<file path="src/rtl/fpwm_pkg.sv">
package fpwm_pkg;

  typedef enum logic [1:0] {
    CM_OFF          = 2'd0,
    CM_TOGGLE       = 2'd1,
    CM_CLR_ON_MATCH = 2'd2,
    CM_SET_ON_MATCH = 2'd3
  } cmode_e;

  // log2 of the division ratio for a select code; 0 for codes that stop the counter
  function automatic int unsigned presc_shift(input logic [2:0] sel);
    case (sel)
      3'd2:    presc_shift = 3;
      3'd3:    presc_shift = 6;
      3'd4:    presc_shift = 8;
      3'd5:    presc_shift = 10;
      default: presc_shift = 0;
    endcase
  endfunction

  function automatic logic presc_running(input logic [2:0] sel);
    presc_running = (sel >= 3'd1) && (sel <= 3'd5);
  endfunction

endpackage

</file>
<file path="src/rtl/fpwm_prescaler.sv">
module fpwm_prescaler #(
  parameter int PRE_W = 10
) (
  input  logic       clk,
  input  logic       rst_n,
  input  logic [2:0] sel,
  output logic       tick
);
  import fpwm_pkg::*;

  logic [PRE_W-1:0] pre_q;
  logic [PRE_W-1:0] pre_d;
  logic [PRE_W-1:0] mask;
  logic             run;

  always_comb begin
    run   = presc_running(sel);
    mask  = PRE_W'((32'd1 << presc_shift(sel)) - 32'd1);
    tick  = run && ((pre_q & mask) == mask);
    pre_d = run ? pre_q + PRE_W'(1) : '0;
  end

  always_ff @(posedge clk or negedge rst_n) begin
    if (!rst_n) pre_q <= '0;
    else        pre_q <= pre_d;
  end

  AST_TICK_STOPPED: assert property (@(posedge clk) disable iff (!rst_n)
    !run |-> !tick);

endmodule

</file>
<file path="src/rtl/fpwm_counter.sv">
module fpwm_counter #(
  parameter int CNT_W = 8
) (
  input  logic             clk,
  input  logic             rst_n,
  input  logic             tick,
  input  logic [CNT_W-1:0] top_val,
  output logic [CNT_W-1:0] cnt,
  output logic             wrap
);

  logic [CNT_W-1:0] cnt_d;

  always_comb begin
    wrap  = tick && (cnt == top_val);
    cnt_d = cnt;
    if (tick) cnt_d = wrap ? '0 : cnt + CNT_W'(1);
  end

  always_ff @(posedge clk or negedge rst_n) begin
    if (!rst_n) cnt <= '0;
    else        cnt <= cnt_d;
  end

  AST_CNT_STEP: assert property (@(posedge clk) disable iff (!rst_n)
    (tick && (cnt != top_val)) |=> (cnt == CNT_W'($past(cnt) + 1'b1)));
  AST_CNT_WRAP: assert property (@(posedge clk) disable iff (!rst_n)
    (tick && (cnt == top_val)) |=> (cnt == '0));
  AST_CNT_HOLD: assert property (@(posedge clk) disable iff (!rst_n)
    !tick |=> $stable(cnt));

endmodule

</file>
<file path="src/rtl/fpwm_channel.sv">
module fpwm_channel #(
  parameter int CNT_W      = 8,
  parameter bit HAS_TOGGLE = 1'b0
) (
  input  logic             clk,
  input  logic             rst_n,
  input  logic             tick,
  input  logic             wrap,
  input  logic [CNT_W-1:0] cnt,
  input  logic [CNT_W-1:0] cmp_in,
  input  logic [1:0]       mode,
  input  logic             toggle_allow,
  output logic [CNT_W-1:0] cmp_act,
  output logic             match,
  output logic             wave
);
  import fpwm_pkg::*;

  cmode_e           cm;
  logic             tog_en;
  logic             connected;
  logic [CNT_W-1:0] cmp_d;
  logic             wave_d;

  assign cm = cmode_e'(mode);

  generate
    if (HAS_TOGGLE) begin : g_tog
      assign tog_en = toggle_allow && (cm == CM_TOGGLE);
      AST_TOGGLE_FLIP: assert property (@(posedge clk) disable iff (!rst_n)
        (tog_en && match) |=> (wave != $past(wave)));
    end else begin : g_no_tog
      assign tog_en = 1'b0;
    end
  endgenerate

  always_comb begin
    match     = tick && (cnt == cmp_act);
    connected = (cm == CM_CLR_ON_MATCH) || (cm == CM_SET_ON_MATCH) || tog_en;
    cmp_d     = wrap ? cmp_in : cmp_act;
    wave_d    = wave;
    if (!connected) begin
      wave_d = 1'b0;
    end else if (tog_en) begin
      if (match) wave_d = ~wave;
    end else if (cm == CM_CLR_ON_MATCH) begin
      if (wrap)       wave_d = 1'b1;
      else if (match) wave_d = 1'b0;
    end else begin
      if (wrap)       wave_d = 1'b0;
      else if (match) wave_d = 1'b1;
    end
  end

  always_ff @(posedge clk or negedge rst_n) begin
    if (!rst_n) begin
      cmp_act <= '0;
      wave    <= 1'b0;
    end else begin
      cmp_act <= cmp_d;
      wave    <= wave_d;
    end
  end

  AST_CMP_BUFFERED: assert property (@(posedge clk) disable iff (!rst_n)
    !wrap |=> $stable(cmp_act));
  AST_WAVE_DISCONNECTED: assert property (@(posedge clk) disable iff (!rst_n)
    !connected |=> !wave);
  AST_NONINV_RESTORE: assert property (@(posedge clk) disable iff (!rst_n)
    (cm == CM_CLR_ON_MATCH && !tog_en && wrap) |=> wave);
  AST_INV_RESTORE: assert property (@(posedge clk) disable iff (!rst_n)
    (cm == CM_SET_ON_MATCH && wrap) |=> !wave);

endmodule

</file>
<file path="src/rtl/fpwm_flags.sv">
module fpwm_flags #(
  parameter int N = 3
) (
  input  logic         clk,
  input  logic         rst_n,
  input  logic [N-1:0] set,
  input  logic [N-1:0] clr,
  output logic [N-1:0] q
);

  logic [N-1:0] q_d;

  always_comb q_d = set | (q & ~clr);

  always_ff @(posedge clk or negedge rst_n) begin
    if (!rst_n) q <= '0;
    else        q <= q_d;
  end

  for (genvar i = 0; i < N; i++) begin : g_chk
    AST_FLAG_CLEARS: assert property (@(posedge clk) disable iff (!rst_n)
      (clr[i] && !set[i]) |=> !q[i]);
    AST_FLAG_SETS: assert property (@(posedge clk) disable iff (!rst_n)
      set[i] |=> q[i]);
  end

endmodule

</file>
<file path="src/rtl/fpwm_timer.sv">
module fpwm_timer #(
  parameter int CNT_W = 8,
  parameter int PRE_W = 10
) (
  input  logic             clk,
  input  logic             rst_n,
  input  logic [2:0]       clk_sel,
  input  logic             top_is_cmp_a,
  input  logic [CNT_W-1:0] cmp_a_val,
  input  logic [CNT_W-1:0] cmp_b_val,
  input  logic [1:0]       out_mode_a,
  input  logic [1:0]       out_mode_b,
  input  logic             clr_ovf,
  input  logic             clr_match_a,
  input  logic             clr_match_b,
  output logic             wave_a,
  output logic             wave_b,
  output logic             ovf_flag,
  output logic             match_a_flag,
  output logic             match_b_flag
);
  localparam int NCH = 2;
  localparam logic [CNT_W-1:0] CNT_MAX = {CNT_W{1'b1}};

  logic [1:0]                 rst_sync;
  logic                       rst_int_n;
  logic                       tick;
  logic                       wrap;
  logic [CNT_W-1:0]           cnt;
  logic [CNT_W-1:0]           top_val;
  logic [NCH-1:0][CNT_W-1:0]  cmp_in_arr;
  logic [NCH-1:0][CNT_W-1:0]  cmp_act_arr;
  logic [NCH-1:0][1:0]        mode_arr;
  logic [NCH-1:0]             match_arr;
  logic [NCH-1:0]             wave_arr;
  logic [NCH:0]               flag_set;
  logic [NCH:0]               flag_clr;
  logic [NCH:0]               flag_q;

  always_ff @(posedge clk or negedge rst_n) begin
    if (!rst_n) rst_sync <= 2'b00;
    else        rst_sync <= {rst_sync[0], 1'b1};
  end
  assign rst_int_n = rst_sync[1];

  assign cmp_in_arr = {cmp_b_val, cmp_a_val};
  assign mode_arr   = {out_mode_b, out_mode_a};
  assign top_val    = top_is_cmp_a ? cmp_act_arr[0] : CNT_MAX;

  fpwm_prescaler #(.PRE_W(PRE_W)) u_presc (
    .clk(clk), .rst_n(rst_int_n), .sel(clk_sel), .tick(tick)
  );

  fpwm_counter #(.CNT_W(CNT_W)) u_cnt (
    .clk(clk), .rst_n(rst_int_n), .tick(tick), .top_val(top_val),
    .cnt(cnt), .wrap(wrap)
  );

  for (genvar c = 0; c < NCH; c++) begin : g_ch
    fpwm_channel #(.CNT_W(CNT_W), .HAS_TOGGLE(c == 0)) u_ch (
      .clk(clk), .rst_n(rst_int_n), .tick(tick), .wrap(wrap), .cnt(cnt),
      .cmp_in(cmp_in_arr[c]), .mode(mode_arr[c]), .toggle_allow(top_is_cmp_a),
      .cmp_act(cmp_act_arr[c]), .match(match_arr[c]), .wave(wave_arr[c])
    );
  end

  assign flag_set = {match_arr[1], match_arr[0], wrap};
  assign flag_clr = {clr_match_b, clr_match_a, clr_ovf};

  fpwm_flags #(.N(NCH + 1)) u_flags (
    .clk(clk), .rst_n(rst_int_n), .set(flag_set), .clr(flag_clr), .q(flag_q)
  );

  assign wave_a       = wave_arr[0];
  assign wave_b       = wave_arr[1];
  assign ovf_flag     = flag_q[0];
  assign match_a_flag = flag_q[1];
  assign match_b_flag = flag_q[2];

  AST_OVF_ON_WRAP: assert property (@(posedge clk) disable iff (!rst_int_n)
    wrap |=> ovf_flag);
  AST_MATCH_A_FLAG: assert property (@(posedge clk) disable iff (!rst_int_n)
    match_arr[0] |=> match_a_flag);
  AST_MATCH_B_FLAG: assert property (@(posedge clk) disable iff (!rst_int_n)
    match_arr[1] |=> match_b_flag);

endmodule

</file>
<file path="config.mk">
export PLATFORM = sky130hd
export DESIGN_NAME = fpwm_timer
export DESIGN_NICKNAME = d
export VERILOG_FILES = /design/src/rtl/fpwm_pkg.sv /design/src/rtl/fpwm_prescaler.sv /design/src/rtl/fpwm_counter.sv /design/src/rtl/fpwm_channel.sv /design/src/rtl/fpwm_flags.sv /design/src/rtl/fpwm_timer.sv
export SDC_FILE = /design/constraint.sdc
export NUM_CORES = 1
export LEC_CHECK = 0
export ABC_AREA = 1
export BUFFER_PORTS_ARGS = -buffer_cell sky130_fd_sc_hd__buf_2
export CAP_MARGIN = 15
export CORE_MARGIN = 4
export CORE_UTILIZATION = 40
export CTS_CLUSTER_SIZE = 12
export DETAILED_ROUTE_END_ITERATION = 12
export PLACE_DENSITY = 0.71
export SLEW_MARGIN = 20
export SYNTH_ARGS = -nofsm -noshare
export SYNTH_HDL_FRONTEND = slang
export SYNTH_SLANG_ARGS = --single-unit
</file>
<file path="constraint.sdc">
create_clock -name clk -period 1.12 [get_ports clk]
set_input_delay 0.112 -clock clk [delete_from_list [all_inputs] [get_ports clk]]
set_output_delay 0.112 -clock clk [all_outputs]
set_load 0.01 [all_outputs]
</file>
==> implementation parameters, run 1 <==
Parameter                              Value

Run
  # Max-Cap Violations ... 0

Floorplan
  Die Width ... 86.6 um
  Number of primary I/O pins ... 34
  Placeable core area ... 5960 sq um
  Rows ... 28
  Die footprint ... 7490 sq um
  Effective utilization at floorplan ... 41.4%
  Height of the die ... 86.6 um

Timing
  Share of the cycle needed by the critical path after routing ... 146%
  RSZ-0062 raised after global routing ... yes
  Worst hold slack ... 0.00826 ns
  Worst setup slack after layout ... -0.510 ns
  Worst clock skew ... 0.00541 ns
  Final Setup Violations ... 36
  Number of slew-limit violations in the final report ... 0
  Fmax ... 613 MHz
  Final critical-path required period ... 1.63 ns
  Hold Fails Final Rpt ... 0

Detailed routing
  Number of vias after detailed routing ... 2631
  Overall routed net length ... 7020 um
  Antenna-violating nets left ... 0
  Vias per std cell ... 4.93
  Pre-antenna DRT Iters ... 5
  Residual DRC ... 0
  WL per Instance ... 13.2 um
  Violation count after the first detailed-route iteration ... 160

Logic synthesis
  Post-synthesis register bit count ... 41
  Area of the mapped netlist ... 2470 sq um
  Synthesized area per cell ... 7.03 sq um
  Yosys warning total ... 0
  Number of distinct standard cells referenced by the synthesized netlist ... 29
  Post-Synthesis Cells ... 351
  Portion of the post-synthesis area used by sequential elements ... 41.6%

Placement
  Port-buffer cells ... 33
  Cell area reported after detailed placement ... 3120 sq um
  Placer congestion estimate ... 0.902
  Post-DP HPWL ... 4530 um

CTS
  Worst-case clock buffer depth ... 2
  H-tree depth reported by CTS ... 2
  Number of clock sinks seen by CTS ... 41
  TritonCTS Buffers ... 5
  Clock-pin transition on the worst setup and hold timing paths ... 0.09 ns
  Later-pin clock latency in the skew report ... 0.30 ns
  TritonCTS clock tree ... built
  Library cell used as clock root buffer ... sky130_fd_sc_hd__clkbuf_8

Status
  Result of the run ... finished with violations
  Violations in the final reports ... negative setup slack

Setup path
  Kind of start point of the critical path ... register
  Worst setup path start ... u_presc.pre_q[2]$_DFF_PN0_
  Worst reg2reg path depth ... 11
  Required time at the endpoint of the critical path ... 1.36 ns
  Worst-path maximum fanout ... 8
  CP Capture Point ... g_ch[1].u_ch.cmp_act[0]$_DFFE_PN0P_
  Category of the most critical setup path ... register to register
  Critical R2R Capture ... g_ch[1].u_ch.cmp_act[0]$_DFFE_PN0P_
  Register-to-Register Setup Slack ... -0.51 ns
  Kind of end point of the critical path ... register
  Arrival time at the worst endpoint ... 1.87 ns
  Worst flop-to-flop path startpoint ... u_presc.pre_q[2]$_DFF_PN0_

GRT
  Vias in the first global route ... 2607
  Total grt overflow ... 0
  Pin count of the biggest net entering global routing ... 40
  Initial antenna violation count ... 0
  Global-route wire length before repair ... 11300 um
  Global routing usage summed across all routing layers ... 18.9%

Finish
  Final net count ... 490
  Ant. Diodes ... 0
  Util after Layout ... 64.0%
  Area added between synthesis and finish ... 54.5%
  Final standard cell area without fillers ... 3810 sq um
  Filler cell count ... 493
  Fraction of final layout cells sized beyond drive strength 1 ... 46.6%

Power and ir drop
  Peak ir drop on the vdd network ... 0.802 mV
  Overall power ... 5240 uW
  Cell Pwr Density ... 1370 nW/um^2
  Leakage power ... 0.00198 uW

Worst hold path
  Start point of the worst min-delay path ... cmp_b_val[6]
  Hold crit path type ... input port to register
  Worst Hold Path Cells ... 3
cell usage in the layout, fill, tap and decap left out, types with 10 or more instances in the layout:
cell type                 instances
sky130_fd_sc_hd__buf_6           12
sky130_fd_sc_hd__nand3_1         17
sky130_fd_sc_hd__buf_4           55
sky130_fd_sc_hd__nand2_2         23
sky130_fd_sc_hd__nand2_1         94
sky130_fd_sc_hd__dfrtp_1         35
sky130_fd_sc_hd__inv_2           16
sky130_fd_sc_hd__o21ai_1         13
sky130_fd_sc_hd__o21ai_2         10
sky130_fd_sc_hd__inv_1           30
sky130_fd_sc_hd__buf_2           32
sky130_fd_sc_hd__nor2_1          21
cells in the mapped netlist, drive strengths merged:
master  number  area [sq um]
nand2      123           479
inv         46           173
dfrtp       41          1030
nor2        37           165
o21ai       27           135
nand3       25           130
a21oi       11          58.8
buf         10          65.1
nand4        8          50.1
xnor2        8          70.1
nor3         4          20.0
ha           3          37.5
and3         2          12.5
nor3b        2          20.0
a31oi        1          6.26
conb         1          3.75
o31ai        1          7.51
xor2         1          8.76
where the power goes:
group | switching (uW) | internal, uW
sequential | 239 | 1670
combinational | 1030 | 1060
clock | 569 | 668
total | 1840 | 3400
sequential cells by signal (all words and copies together) (netlist names):
name	count
g_ch.u_ch.cmp_act	16
u_presc.pre_q	10
u_cnt.cnt	8
u_flags.q	3
g_ch.u_ch.wave	2
rst_sync	2
through the flow:
step	TNS [ns]	worst slack, ns	instances
final	-14.36	-0.510	534
after CTS	-12.13	-0.445	528
after detailed placement	-20.85	-0.775	502
after global routing	-18.18	-0.623	534
after global placement	-18.05	-0.641	502
after floorplan	-6.64	-0.276	352
worst min path at each step:
stage	to	slack, ns
final	g_ch[1].u_ch.cmp_act[6]$_DFFE_PN0P_	0.008
after floorplan	rst_sync[0]$_DFF_PN0_	-0.18
after CTS	g_ch[1].u_ch.cmp_act[1]$_DFFE_PN0P_	0.0005
after detailed placement	rst_sync[0]$_DFF_PN0_	-0.10
after global routing	g_ch[1].u_ch.cmp_act[1]$_DFFE_PN0P_	0.01
after global placement	rst_sync[0]$_DFF_PN0_	-0.10
kinds of logic after synthesis:
family                     synth area share (%)
AOI/OAI and AO/OA                          8.41
xor gates and xnor gates                   3.19
adders and majority gates                  1.52
buffers and inverters                      9.63
DFF                                        41.6
other                                     0.152
and+or+nand+nor                            35.5
cell type report:
| class | instances | area [sq um] | share of cell area [%] |
|---|---|---|---|
| flip-flops and latches | 41 | 1030 | 27.1 |
| clock buffers | 5 | 68.8 | 1.80 |
| multi-input cells | 256 | 1550 | 40.5 |
| inverters | 46 | 173 | 4.53 |
| repair buffers | 108 | 853 | 22.4 |
| clock inverters | 3 | 46.3 | 1.21 |
| well taps | 75 | 93.8 | 2.46 |
worst max-delay path, stage by stage, from the launching register on:
cell and delay (ns):
sky130_fd_sc_hd__dfrtp_1 0.38, sky130_fd_sc_hd__inv_2 0.05, sky130_fd_sc_hd__nand2_1 0.06, sky130_fd_sc_hd__nand2_1 0.06, sky130_fd_sc_hd__nor2_2 0.14, sky130_fd_sc_hd__nand3_2 0.10
sky130_fd_sc_hd__nor2_4 0.15, sky130_fd_sc_hd__nand2_4 0.11, sky130_fd_sc_hd__nor2_8 0.22, sky130_fd_sc_hd__buf_12 0.17, sky130_fd_sc_hd__nand2_1 0.07, sky130_fd_sc_hd__nand2_1 0.06
per-layer routing:
metal	global-route usage, %	wire [um]
met5	0	0
met3	4.09	281
met1	20.9	2660
met4	5.52	202
met2	36.0	3880
what timing repair did:
| action | 4_1_cts | 5_1_grt |
|---|---|---|
| pin swaps | 35 | 29 |
| buffers inserted | 14 | 8 |
| resized for setup | 51 | 61 |
| endpoints found under the setup margin | 35 | 37 |
| hold buffers | 4 | 0 |
| cloned | 2 | 1 |
| hold endpoints to repair | 5 | 0 |
(Power assumes the default switching activity.)
==> inputs of run 2 (changes only) <==
CORE_MARGIN = not set   (was 4)
==> implementation parameters, run 2 (synthesized netlist as in run 1, its figures left out) <==
Parameter                              Value

Status
  Result of the run ... finished with violations
  Violations in the final reports ... negative setup slack

Detailed routing
  Number of vias after detailed routing ... 2667 (+1.4%)
  Residual DRC ... 0 (unchanged)
  WL per Instance ... 13.4 um (+2.0%)
  Vias per std cell ... 4.96 (+0.61%)
  Pre-antenna DRT Iters ... 4 (-1)
  Violation count after the first detailed-route iteration ... 201 (+26%)
  Antenna-violating nets left ... 0 (unchanged)
  Overall routed net length ... 7220 um (+2.8%)

Floorplan
  Effective utilization at floorplan ... 41.7% (+0.25 points)
  Height of the die ... 80.6 um (-6.9%)
  Rows ... 28 (unchanged)
  Die footprint ... 6490 sq um (-13%)
  Die Width ... 80.6 um (-6.9%)
  Number of primary I/O pins ... 34 (unchanged)
  Placeable core area ... 5920 sq um (-0.59%)

Setup path
  Most numerous cell on the critical path ... sky130_fd_sc_hd__nand2_1
  List of cells traversed by the critical path ... inv_2 > nand2_2 > nand3_2 > nor2_2 > nand3_2 > nor2_4 > buf_4 > nand3_2 > nand2_1 > nand2_1 > nand2_1 > nand2_1
  Kind of start point of the critical path ... register
  Critical R2R Capture ... g_ch[0].u_ch.wave$_DFFE_PN0P_
  Category of the most critical setup path ... register to register
  Kind of end point of the critical path ... register
  Worst-path maximum fanout ... 6 (-2)
  Crit-path slowest cell ... sky130_fd_sc_hd__dfrtp_2
  Stage delay of the slowest cell on the critical path ... 0.45 ns (+0.07 ns)
  Worst reg2reg path depth ... 12 (+1)
  Worst flop-to-flop path startpoint ... u_cnt.cnt[6]$_DFFE_PN0P_
  Arrival time at the worst endpoint ... 1.81 ns (-0.06 ns)
  Required time at the endpoint of the critical path ... 1.32 ns (-0.04 ns)
  Register-to-Register Setup Slack ... -0.49 ns (+0.02 ns)

CTS
  Library cell used as clock root buffer ... sky130_fd_sc_hd__clkbuf_8
  TritonCTS Buffers ... 5 (unchanged)
  TritonCTS clock tree ... built
  H-tree depth reported by CTS ... 2 (unchanged)
  Worst-case clock buffer depth ... 2 (unchanged)
  Later-pin clock latency in the skew report ... 0.30 ns (about the same)
  Clock-pin transition on the worst setup and hold timing paths ... 0.08 ns (about the same)
  Number of clock sinks seen by CTS ... 41 (unchanged)

Worst hold path
  Worst Hold Path Cells ... 3 (unchanged)
  Start point of the worst min-delay path ... cmp_a_val[6]
  Worst Hold Endpoint ... g_ch[0].u_ch.cmp_act[6]$_DFFE_PN0P_
  Hold crit path type ... input port to register

Finish
  Fraction of final layout cells sized beyond drive strength 1 ... 48.4% (+1.8 points)
  Largest registers in the final layout ... g_ch.u_ch.cmp_act (16), u_presc.pre_q (10), u_cnt.cnt (8)
  Leading cell type in the layout, fill and taps excluded ... sky130_fd_sc_hd__nand2_1
  Final net count ... 494 (+0.82%)
  Most frequent cells in the layout ... sky130_fd_sc_hd__nand2_1 (90), sky130_fd_sc_hd__buf_4 (51), sky130_fd_sc_hd__dfrtp_1 (32), sky130_fd_sc_hd__buf_2 (32), sky130_fd_sc_hd__inv_1 (29)
  Ant. Diodes ... 0 (unchanged)
  Register area ... 1040 sq um (+0.36%)
  Util after Layout ... 64.4% (+0.38 points)
  Filler cell count ... 465 (-5.7%)
  Area taken by multi-input logic gates ... 1530 sq um (-1.1%)
  Area added between synthesis and finish ... 54.5% (unchanged)
  Most flop-heavy register ... g_ch.u_ch.cmp_act
  Final Non-Filler Cells ... 538 (+0.75%)
  Max reg flops ... 16 (unchanged)

GRT
  Total grt overflow ... 0 (unchanged)
  Vias in the first global route ... 2519 (-3.4%)
  Global routing usage summed across all routing layers ... 22.2% (+3.3 points)
  Global-route wire length before repair ... 11000 um (-2.8%)
  Initial antenna violation count ... 0 (unchanged)
  Pin count of the biggest net entering global routing ... 22 (-45%)

Power and ir drop
  Peak ir drop on the vdd network ... 0.856 mV (+6.7%)
  Leakage power ... 0.00200 uW (+0.97%)
  Overall power ... 5150 uW (-1.6%)
  Cell Pwr Density ... 1350 nW/um^2 (-1.6%)

Placement
  Total placed cells including tap cells ... 507 (+1.0%)
  Placer congestion estimate ... 0.847 (-6.1%)
  Post-DP HPWL ... 4740 um (+4.5%)
  Port-buffer cells ... 33 (unchanged)

Timing
  Worst setup slack after layout ... -0.491 ns (+0.0197 ns)
  Share of the cycle needed by the critical path after routing ... 144% (-1.8 points)
  Hold Fails Final Rpt ... 0 (unchanged)
  Fmax ... 621 MHz (+1.2%)
  Number of slew-limit violations in the final report ... 0 (unchanged)
  Worst hold slack ... 0.0104 ns (+0.00216 ns)
  RSZ-0062 raised after global routing ... yes
  Final Setup Violations ... 35 (-2.8%)
  Worst clock skew ... 0.00714 ns (+0.00173 ns)
  Summed negative setup slack over all endpoints ... -13.74 ns (+0.619 ns)
  Final critical-path required period ... 1.61 ns (-0.0197 ns)

Run
  # Max-Cap Violations ... 0 (unchanged)
-- run 2: changes by cell type in the layout (fill, tap and decap cells not counted), moves of 3 or more --
| cell | previous run | this run |
|---|---|---|
| sky130_fd_sc_hd__buf_6 | 12 | 21 |
| sky130_fd_sc_hd__nand2_2 | 23 | 28 |
| sky130_fd_sc_hd__buf_4 | 55 | 51 |
| sky130_fd_sc_hd__dlygate4sd3_1 | 4 | 8 |
| sky130_fd_sc_hd__nand2_1 | 94 | 90 |
| sky130_fd_sc_hd__buf_12 | 4 | 1 |
| sky130_fd_sc_hd__dfrtp_1 | 35 | 32 |
| sky130_fd_sc_hd__dfrtp_2 | 6 | 9 |
| sky130_fd_sc_hd__nand3_1 | 17 | 14 |
| sky130_fd_sc_hd__nand3_2 | 8 | 11 |
-- run 2: per-stage QoR --
stage | area, sq um | setup WS, ns
after floorplan | 2530 | -0.276
after global placement | 3130 | -0.649
after detailed placement | 3130 | -0.720
after CTS | 3530 | -0.442
after global routing | 3810 | -0.631
final | 3810 | -0.491
-- run 2: layout make-up --
type,instances,area share (%)
clock buffer,7,2.53
clock inverter,1,0.131
inverter,46,4.53
multi-input combinational,255,40.1
sequential,41,27.2
tap,75,2.46
timing repair buffer,113,23.1
-- run 2: worst max-delay path by stage --
stage / end / from / cells after the start / slack, ns
after floorplan: g_ch[0].u_ch.cmp_act[0]$_DFFE_PN0P_ / u_presc.pre_q[2]$_DFF_PN0_ / 11 / -0.28
after global placement: u_cnt.cnt[7]$_DFFE_PN0P_ / clk_sel[2] / 15 / -0.65
after detailed placement: g_ch[0].u_ch.wave$_DFFE_PN0P_ / clk_sel[2] / 17 / -0.72
after CTS: g_ch[0].u_ch.cmp_act[1]$_DFFE_PN0P_ / u_presc.pre_q[2]$_DFF_PN0_ / 11 / -0.44
after global routing: g_ch[0].u_ch.cmp_act[1]$_DFFE_PN0P_ / u_presc.pre_q[2]$_DFF_PN0_ / 11 / -0.63
final: g_ch[0].u_ch.wave$_DFFE_PN0P_ / u_cnt.cnt[6]$_DFFE_PN0P_ / 12 / -0.49
-- run 2: power breakdown --
group          leakage [uW]  internal, uW  switching [uW]
clock             0.0000542           557             533
sequential         0.000504          1670             259
combinational       0.00144          1040            1090
total               0.00200          3270            1880
-- run 2: per-layer routing --
metal	global-route usage, %	routed length, um	vias to the layer above	share of wire, %
met5	0	0	-	0
met2	39.7	3910	55	54
met1	25.9	2820	1258	39
li1	-	-	1325	-
met3	4.09	267	29	3.7
met4	8.93	216	0	3.0
-- run 2: timing repair --
item	in CTS	in global routing
setup buffers	4	11
setup endpoints to repair	35	35
endpoints found under the hold margin	9	0
hold buffers	8	0
resized for setup	58	70
pin swaps	23	31
gates cloned	1	0
-- run 2: critical path: cells and delay by family, from the launching register on --
family	cells	cell delay, ns
DFF	1	0.45
and+or+nand+nor	10	0.81
buffers and inverters	2	0.23
